==> src/rtl/nr4sd_pkg.sv <==
// Package: shared types for the four-valued radix-4 recoder.
// Assumes: nothing beyond IEEE 1800-2017 packed structs.
package nr4sd_pkg;

    // Field for the five-valued top digit, stored MSB first as {sign, two, one}
    typedef struct packed {
        logic sign;
        logic two;
        logic one;
    } top_field_t;

    // Pair for one four-valued low digit, stored as {hi, lo}; value = lo - 2*hi
    typedef struct packed {
        logic hi;
        logic lo;
    } low_pair_t;

endpackage

==> src/rtl/nr4sd_digit_cell.sv <==
// Module: nr4sd_digit_cell
// Recodes one radix-4 position into a four-valued digit {-2,-1,0,+1}.
// A plain half adder combines the even bit with the incoming carry. A second
// half adder, whose sum is negatively weighted, folds in the odd bit and
// produces the carry for the next position.
// Assumes: purely combinational; the caller supplies the carry chain.
module nr4sd_digit_cell
    import nr4sd_pkg::*;
(
    input  logic      bit_even_i,
    input  logic      bit_odd_i,
    input  logic      carry_i,
    output low_pair_t pair_o,
    output logic      carry_o
);

    logic mid_carry;

    // First half adder: positive sum, carry passed to the second stage
    always_comb begin
        pair_o.lo = bit_even_i ^ carry_i;
        mid_carry = bit_even_i & carry_i;
    end

    // Second half adder: 2*carry_o - hi == bit_odd + mid_carry
    always_comb begin
        pair_o.hi = bit_odd_i ^ mid_carry;
        carry_o   = bit_odd_i | mid_carry;
    end

    // Arithmetic balance of the position: digit + 4*carry_out == local input weight
    always_comb begin
        assert_digit_balance_R3: assert (
            (32'(pair_o.lo) - 2 * 32'(pair_o.hi) + 4 * 32'(carry_o)) ==
            (32'(bit_even_i) + 2 * 32'(bit_odd_i) + 32'(carry_i)))
            else $error("digit cell out of balance");
    end

endmodule

==> src/rtl/nr4sd_top_digit.sv <==
// Module: nr4sd_top_digit
// Forms the most significant, five-valued digit from the top two bits and the
// carry that reaches them: value = -2*bit_odd + bit_even + carry_in.
// Emits it as {sign, two, one}; a zero digit is always written as 000.
// Assumes: purely combinational; the carry comes from the last low cell.
module nr4sd_top_digit
    import nr4sd_pkg::*;
(
    input  logic       bit_even_i,
    input  logic       bit_odd_i,
    input  logic       carry_i,
    output top_field_t field_o
);

    logic both_set;
    logic none_set;

    // Partial sum bit_even + carry_in is 0, 1 or 2
    always_comb begin
        both_set = bit_even_i & carry_i;
        none_set = ~bit_even_i & ~carry_i;
    end

    // Magnitude and sign of -2*bit_odd + partial sum
    always_comb begin
        field_o.one  = bit_even_i ^ carry_i;
        field_o.two  = bit_odd_i ? none_set : both_set;
        field_o.sign = bit_odd_i & ~both_set;
    end

    // Encoded field must decode back to the arithmetic value of the position
    always_comb begin
        assert_top_value_R5: assert (
            (field_o.sign ? -(32'(field_o.one) + 2 * 32'(field_o.two))
                          :  (32'(field_o.one) + 2 * 32'(field_o.two))) ==
            (32'(bit_even_i) + 32'(carry_i) - 2 * 32'(bit_odd_i)))
            else $error("top digit value mismatch");
    end

endmodule

==> src/rtl/nr4sd_encoder.sv <==
// Module: nr4sd_encoder (top)
// Recodes a WIDTH-bit two's-complement coefficient into WIDTH/2 radix-4
// digits: four-valued low digits (2 bits each) and a five-valued top digit
// (3 bits). The ripple chain is combinational; the word is registered.
// Assumes: WIDTH is even and at least 4; synchronous active-low reset.
module nr4sd_encoder
    import nr4sd_pkg::*;
#(
    parameter int WIDTH = 8
) (
    input  logic             clk,
    input  logic             rst_n,
    input  logic [WIDTH-1:0] coef_i,
    output logic [WIDTH:0]   code_o
);

    localparam int DIGITS = WIDTH / 2;
    localparam int LOW_N  = DIGITS - 1;
    localparam int CODE_W = 2 * LOW_N + 3;

    logic [LOW_N:0]    carry;
    logic [CODE_W-1:0] code_next;
    top_field_t        top_field;
    logic              past_ok;

    // No carry enters the least significant position
    assign carry[0] = 1'b0;

    // One cell per low digit, chained through the carry vector
    for (genvar j = 0; j < LOW_N; j++) begin : g_low
        low_pair_t pair;
        nr4sd_digit_cell i_cell (
            .bit_even_i (coef_i[2*j]),
            .bit_odd_i  (coef_i[2*j+1]),
            .carry_i    (carry[j]),
            .pair_o     (pair),
            .carry_o    (carry[j+1])
        );
        assign code_next[2*j+1 -: 2] = pair;
    end

    nr4sd_top_digit i_top (
        .bit_even_i (coef_i[WIDTH-2]),
        .bit_odd_i  (coef_i[WIDTH-1]),
        .carry_i    (carry[LOW_N]),
        .field_o    (top_field)
    );

    assign code_next[CODE_W-1 -: 3] = top_field;

    // Output register: cleared in reset, otherwise loads the recoded word
    always_ff @(posedge clk) begin
        if (!rst_n) code_o <= '0;
        else        code_o <= code_next;
    end

    // Marks that the previous edge loaded a real coefficient
    always_ff @(posedge clk) begin
        if (!rst_n) past_ok <= 1'b0;
        else        past_ok <= 1'b1;
    end

    // Weighted digit sum of a coded word
    function automatic longint word_value(input logic [CODE_W-1:0] w);
        longint acc = 0;
        longint wt  = 1;
        for (int i = 0; i < LOW_N; i++) begin
            acc += wt * (longint'(w[2*i]) - 2 * longint'(w[2*i+1]));
            wt  *= 4;
        end
        if (w[CODE_W-1])
            acc -= wt * (longint'(w[CODE_W-3]) + 2 * longint'(w[CODE_W-2]));
        else
            acc += wt * (longint'(w[CODE_W-3]) + 2 * longint'(w[CODE_W-2]));
        return acc;
    endfunction

    assert_word_value_R6: assert property (@(posedge clk) disable iff (!rst_n)
        past_ok |-> (word_value(code_o) == longint'($signed($past(coef_i)))))
        else $error("coded word does not match previous coefficient");

    assert_top_exclusive_R5: assert property (@(posedge clk) disable iff (!rst_n)
        !(code_o[CODE_W-2] && code_o[CODE_W-3]))
        else $error("top field has one and two both set");

    assert_top_no_neg_zero_R5: assert property (@(posedge clk) disable iff (!rst_n)
        code_o[CODE_W-1] |-> (code_o[CODE_W-2] || code_o[CODE_W-3]))
        else $error("top field negative zero");

    assert_reset_clear_R1: assert property (@(posedge clk)
        !rst_n |=> (code_o == '0))
        else $error("word not cleared by reset");

endmodule

==> config.mk <==
export PLATFORM = sky130hd
export DESIGN_NAME = nr4sd_encoder
export DESIGN_NICKNAME = d
export VERILOG_FILES = /design/src/rtl/nr4sd_pkg.sv /design/src/rtl/nr4sd_digit_cell.sv /design/src/rtl/nr4sd_top_digit.sv /design/src/rtl/nr4sd_encoder.sv
export SDC_FILE = /design/constraint.sdc
export NUM_CORES = 1
export LEC_CHECK = 0
export CAP_MARGIN = 20
export CORE_AREA = 4 4 41 43
export CTS_CLUSTER_DIAMETER = 200
export DETAILED_ROUTE_END_ITERATION = 10
export DIE_AREA = 0 0 45 47
export GPL_TIMING_DRIVEN = 0
export PLACE_DENSITY = 0.69
export SLEW_MARGIN = 20
export SYNTH_ARGS = -nofsm -noshare
export SYNTH_HDL_FRONTEND = slang
export SYNTH_HIERARCHICAL = 1
export SYNTH_SLANG_ARGS = --single-unit
==> constraint.sdc <==
create_clock -name clk -period 6.3 [get_ports clk]
set_input_delay 1.575 -clock clk [delete_from_list [all_inputs] [get_ports clk]]
set_output_delay 1.575 -clock clk [all_outputs]
set_load 0.005 [all_outputs]
# ---- After elaboration in Yosys (flattened, before gate mapping)
# Index checks and enable logic that the tools add are counted.
dict set report classes {
  n_mux 1
  n_bitwise 15
}
# cell n
set op_table {}
lappend op_table {{$and A1 B1 Y1} 5}
lappend op_table {{$xor A1 B1 Y1} 5}
lappend op_table {{$not A1 Y1} 3}
lappend op_table {{$or A1 B1 Y1} 2}
lappend op_table {{$mux W1} 1}
dict set report totals {
  register_bits 9
  elab_cells 17
}

# ---- Depth between registers and ports, before layout
# Gate-level depths: netlist (run 1).
dict set report logic_depth {
  depth_word 7
  ltp_mapped 16
  depth_no_buf 16
}

# ---- Hierarchy
# Netlist (run 1), hierarchy kept.
# mod cells_per_inst n_inst area_each_um2
set by_module_without_submodules {}
lappend by_module_without_submodules {nr4sd_encoder 19 1 240.2}
lappend by_module_without_submodules {nr4sd_digit_cell 5 3 36.3}
lappend by_module_without_submodules {nr4sd_top_digit 6 1 53.8}

# ---- Worst setup path after synthesis (run 1)
# OpenSTA, ideal clock, no wires.
dict set report synth_path {
  kind {input to register}
  startpoint {input coef_i[1]}
  endpoint {register code_o[7]}
  required_time_ps 6185
  path_stages 15
  setup_slack_ps 3071
  arrival_time_ps 3114
  setup_time_ps 115
  n_path_buf 0
  path_cell_list {inv_1 ha_1 inv_1 ha_1 inv_1 ha_1 inv_1 ha_1 inv_1 ha_1 inv_1 inv_1 ha_1 mux2_4 and2_1}
}
# item line
set synth_lines {}
lappend synth_lines {{start, declared} nr4sd_encoder.sv:13} ;# input logic [WIDTH-1:0] coef_i,
lappend synth_lines {{end signal, assigned} nr4sd_encoder.sv:54} ;# else code_o <= code_next;
lappend synth_lines {{end, declared} nr4sd_encoder.sv:14} ;# output logic [WIDTH:0] code_o

==> results of run 1 <==
[where the power goes]
part | internal, mW | switching, mW | leakage (nW) | total (mW)
registers | 0.0614 | 0.000952 | 0.0748 | 0.0624
clock network | 0.0243 | 0.0184 | 0.0150 | 0.0427
logic | 0.0174 | 0.00770 | 0.213 | 0.0251
total | 0.103 | 0.0271 | 0.303 | 0.130
[layout make-up]
| class | count | share of cell area [%] |
|---|---|---|
| Sequential cell | 9 | 28.7 |
| Clock buffer | 4 | 4.18 |
| Timing Repair Buffer | 18 | 28.7 |
| Inverter | 11 | 6.57 |
| Multi-Input combinational cell | 20 | 28.9 |
| Tap cell | 15 | 2.99 |
[worst min path at each step]
stage	startpoint	to	slack, ns	cells past startpoint
5_1_grt	coef_i[5]	code_o[5]	2.05	4
2_1_floorplan	rst_n	code_o[0]	1.70	1
3_5_place_dp	code_o[6]	code_o[6]	2.28	1
4_1_cts	coef_i[5]	code_o[5]	2.03	4
6_report	coef_i[5]	code_o[5]	2.02	4
3_3_place_gp	code_o[3]	code_o[3]	2.28	1
[cell families (layout without fill, tap and decap cells)]
logic type,Yosys count,count (layout),share of synthesized area [%]
buffers and inverters,11,33,10.2
AND/OR/NAND/NOR,10,10,15.5
flip-flops,9,9,44.7
adder cells (fa/ha/maj),8,8,24.8
other,1,1,0.931
multiplexers,1,1,3.73
[tightest hold or removal path, cell delays in order]
cell and delay (ns):
clkdlybuf4s50_1 0.39, inv_1 0.05, ha_1 0.11, and2_1 0.11
[per-stage QoR]
step                cells  power, mW  hold WS [ns]
floorplan              40     0.0727          1.70
global placement       73     0.0888          2.28
detailed placement     73     0.0895          2.28
CTS                    77      0.133          2.03
global route           77      0.142          2.05
finish                 77      0.130          2.02
[synthesized netlist by cell type (all sizes together)]
master	count	share of area, %
and2	9	14
conb	1	0.93
dfxtp	9	45
ha	8	25
inv	11	10
mux2	1	3.7
nor2b	1	1.6
[metal layers]
metal	global-route usage [%]	vias up	share of wire (%)
met3	1.15	2	7.6
met1	7.99	116	39
met2	14.4	9	50
met5	0	-	0
met4	8.77	0	3.4
li1	-	160	-
==> results.yml, run 1 <==
critical_path:
  critPathKind: "in2reg"
  required_ns: 6.44
  path_cells: "clkdlybuf4s50_1, inv_1, ha_1, inv_1, ha_1, inv_1, ha_1, inv_1, ha_1, inv_1, ha_1, inv_1, inv_1, ha_1, mux2_4, and2_1"
  worst_path_largest_cell_delay_ns: 0.45
  end_kind: "flip-flop"
  endpoint: "code_o[7]"
  cp_common_cell: "inv_1"
  cp_top_family: "adder cells"
  path_buf_inv: 8
  start_kind: "input pin"
  crit_start: "coef_i[1]"
  worst_ep_arrival_time_ns: 3.68
  cp_num_cells: 16
  crit_path_max_fanout: 2
  cp_slowest_cell: "clkdlybuf4s50_1"
placed_design:
  place.gp.congestion: 0.688
  numPortBuffers: 18
  dp_hpwl_um: 547
  place_ws_ns: 2.48
  dpl_cell_area_um2: 602
clock_tree:
  cts_resized: 0
  root_buffer: "clkbuf_4"
  path_clk_slew_ns: 0.06
  cts_tree: "built"
  clockBufferDepth: 2
  h-tree-depth: 1
  cts_setup_buffers: 0
  ctsHoldBuffers: 0
  cts-buffers-inserted: 3
  cts_sinks: 9
cells_and_area:
  layout_common_cells: "clkdlybuf4s50_1, inv_1, and2_1, dfxtp_1, ha_1"
  diodes: 0
  register_area_um2: 180
  regMostFlops: "code_o"
  multiInputGateArea_um2: 181
  reg_top3: "code_o (9)"
  largest_reg_flops: 9
  fin_util_pct: 48.3
  fillCellCount: 116
  syn_to_final_growth_pct: 55.9
  final_common_cell: "clkdlybuf4s50_1"
  final_area_um2: 628
  nets: 81
  drive_above_1_share_pct: 6.45
yosys:
  yosysUniqueCellTypes: 7
  synth_area_um2: 403
  netlist_instances: 40
  ys_seq_area_share_pct: 44.7
  ys_seq_elements: 9
  synth_nets: 58
  avgSynthCellArea_um2: 10.1
  yosysWarnings: 6
floorplanning:
  rows: 13
  fp.dieH_um: 47
  dieArea_mm2: 0.00212
  start_util_pct: 31.0
  die_x_um: 45
  coreArea_mm2: 0.00130
  pin_count: 19
pwr:
  p_per_area_mw_per_mm2: 207
  ir_drop_v: 0.000104
  cellLeakagePower_nw: 0.303
timing:
  drv_slew: 0
  setup-tns-final_ns: 0
  hold_viol_final: 0
  fin_ws_ns: 2.76
  max_clock_freq_mhz: 283
  fin_crit_ns: 3.54
  final.period_utilization_pct: 56.2
  rsz0062_at_grt: "no"
  setup_viol: 0
route:
  ant_nets: 0
  viasPerCell: 3.73
  num_vias: 287
  drt_wl_total_um: 642
  wire_per_inst_um: 8.34
  drc: 0
  firstDrtPassIters: 1
  drt_iter0_drc: 0
worst_hold_path:
  hold_path_class: "in2reg"
grt:
  antenna_found_initial: 0
  track_usage_pct: 8.23
  grt_pass1_wl_mm: 1.19
  overflow: 0
  grt_pass1_vias: 303
  grt_start_max_net_pins: 10
run_status:
  status: "completed"
flow_run:
  maxCapViolCount: 0
No activity file was read; power rests on OpenSTA's default activity.
==> inputs of run 2 (changes only) <==
==> constraint.sdc (replaced) <==
create_clock -name clk -period 3.6 [get_ports clk]
set_input_delay 0.9 -clock clk [delete_from_list [all_inputs] [get_ports clk]]
set_output_delay 0.9 -clock clk [all_outputs]
set_load 0.005 [all_outputs]
==> results of run 2 <==
Same layout as run 1 (identical final DEF). Status: completed.
Among the figures that moved: setup slack after placement 2.48 ns -> 0.459 ns; setup slack after layout 2.76 ns -> 0.737 ns; hold slack 2.02 ns -> 1.35 ns; total power 0.130 mW -> 0.228 mW; worst IR drop on VDD 0.000104 V -> 0.000183 V
==> inputs of run 3 (changes only) <==
==> constraint.sdc (replaced) <==
create_clock -name clk -period 2.75 [get_ports clk]
set_input_delay 0.6875 -clock clk [delete_from_list [all_inputs] [get_ports clk]]
set_output_delay 0.6875 -clock clk [all_outputs]
set_load 0.005 [all_outputs]
==> run 3 against run 2 <==
  * Power is 32% higher
  * Via count is 1.4% higher
  * Routed wire length is 0.62% higher
==> results.yml, run 3 (same netlist as run 1, synthesis figures left out) <==
placed_design:
  place.gp.congestion: 0.688
  numPortBuffers: 18
  placedCellCount: 73
  dp_hpwl_um: 547
  dpl_cell_area_um2: 602
  place_ws_ns: -0.178
pwr:
  cellLeakagePower_nw: 0.296
  switching_share_pct: 20.9
  p_sw_mw: 0.0626
  comb_power_share_pct: 19.7
  ir_drop_v: 0.000247
  sequentialPowerShare_pct: 47.7
  clkPwrFrac_pct: 32.7
  power.total_mw: 0.300
  p_int_mw: 0.237
  p_per_area_mw_per_mm2: 470
timing:
  max_clock_freq_mhz: 384
  setup-tns-final_ns: 0
  fin_ws_ns: 0.143
  final.period_utilization_pct: 94.8
  hold_viol_final: 0
  drv_slew: 0
  fin_crit_ns: 2.61
  setup_viol: 0
cells_and_area:
  multiInputGateArea_um2: 191
  fillCellCount: 121
  diodes: 0
  largest_reg_flops: 9
  final_area_um2: 638
  final_common_cell: "clkdlybuf4s50_1"
  nets: 81
  register_area_um2: 180
  stdcell_count: 77
  regMostFlops: "code_o"
  drive_above_1_share_pct: 16.1
  reg_top3: "code_o (9)"
  layout_common_cells: "clkdlybuf4s50_1, and2_1, dfxtp_1, inv_1"
  syn_to_final_growth_pct: 58.4
critical_path:
  start_kind: "input pin"
  crit_path_max_fanout: 2
  critPathKind: "in2reg"
  worst_ep_arrival_time_ns: 2.75
  required_ns: 2.89
  end_kind: "flip-flop"
clock_tree:
  h-tree-depth: 1
  path_clk_slew_ns: 0.06
  ctsHoldBuffers: 0
  root_buffer: "clkbuf_4"
  cts_sinks: 9
  clockBufferDepth: 2
  cts-buffers-inserted: 3
  cts_tree: "built"
  cts_setup_buffers: 0
floorplanning:
  die_x_um: 45
  fp.dieH_um: 47
  pin_count: 19
  rows: 13
  coreArea_mm2: 0.00130
  dieArea_mm2: 0.00212
  start_util_pct: 31.0
grt:
  track_usage_pct: 8.23
  grt_start_max_net_pins: 10
  grt_pass1_vias: 303
  antenna_found_initial: 0
  overflow: 0
  grt_pass1_wl_mm: 1.19
route:
  num_vias: 291
  ant_nets: 0
  drt_iter0_drc: 3
  viasPerCell: 3.78
  drt_wl_total_um: 646
  drc: 0
  wire_per_inst_um: 8.39
  firstDrtPassIters: 2
worst_hold_path:
  hold_path_class: "in2reg"
run_status:
  status: "completed"
flow_run:
  maxCapViolCount: 0
[run 3: cell counts in the layout (fill, tap and decap cells not counted)]
Identical to the previous run, type by type.
[run 3: path summary, 6_finish.rpt]
check	start	endpoint	slack [ns]	depth (start not counted)
setup / recovery	coef_i[1]	code_o[7]	0.14	16
hold / removal	coef_i[3]	code_o[3]	1.14	4
[run 3: per-layer routing]
layer,vias to the layer above,wire [um],global-route usage [%]
met5,-,0,0
met4,0,22,8.77
met3,2,49,1.15
met2,9,329,14.4
met1,120,245,7.99
li1,160,-,-
[run 3: cell type report]
type                            instances  area share (%)
Timing Repair Buffer                   18            28.2
Multi-Input combinational cell         20            30.0
Tap cell                               15            2.94
Sequential cell                         9            28.2
Inverter                               11            6.47
Clock buffer                            4            4.12
[run 3: power groups by stage]
stage / Sequential, mW / Combinational, mW / Clock [mW]
final: 0.143 / 0.0590 / 0.0979
after detailed placement: 0.146 / 0.0592 / 0
after CTS: 0.143 / 0.0593 / 0.103
after floorplan: 0.148 / 0.0189 / 0
after global placement: 0.146 / 0.0575 / 0
after global routing: 0.144 / 0.0689 / 0.114
[run 3: critical path: stages]
cell             delay, ns
clkdlybuf4s50_1       0.45
inv_1                 0.04
ha_2                  0.16
inv_2                 0.04
ha_2                  0.14
inv_1                 0.04
ha_1                  0.16
inv_1                 0.05
ha_2                  0.15
inv_1                 0.04
ha_2                  0.16
inv_2                 0.06
inv_1                 0.04
ha_1                  0.16
mux2_4                0.25
and2_1                0.13
[run 3: what timing repair did]
action                                  4_1_cts  5_1_grt
endpoints found under the setup margin        0        1
hold endpoints to repair                      0        0
gates resized for setup                       0        6
[run 3: metrics by stage]
stage / hold slack, ns / util (%)
floorplan: 0.809 / -
global placement: 1.39 / 46.3
detailed placement: 1.39 / 46.3
CTS: 1.14 / 48.3
global route: 1.18 / 49.0
finish: 1.14 / 49.0
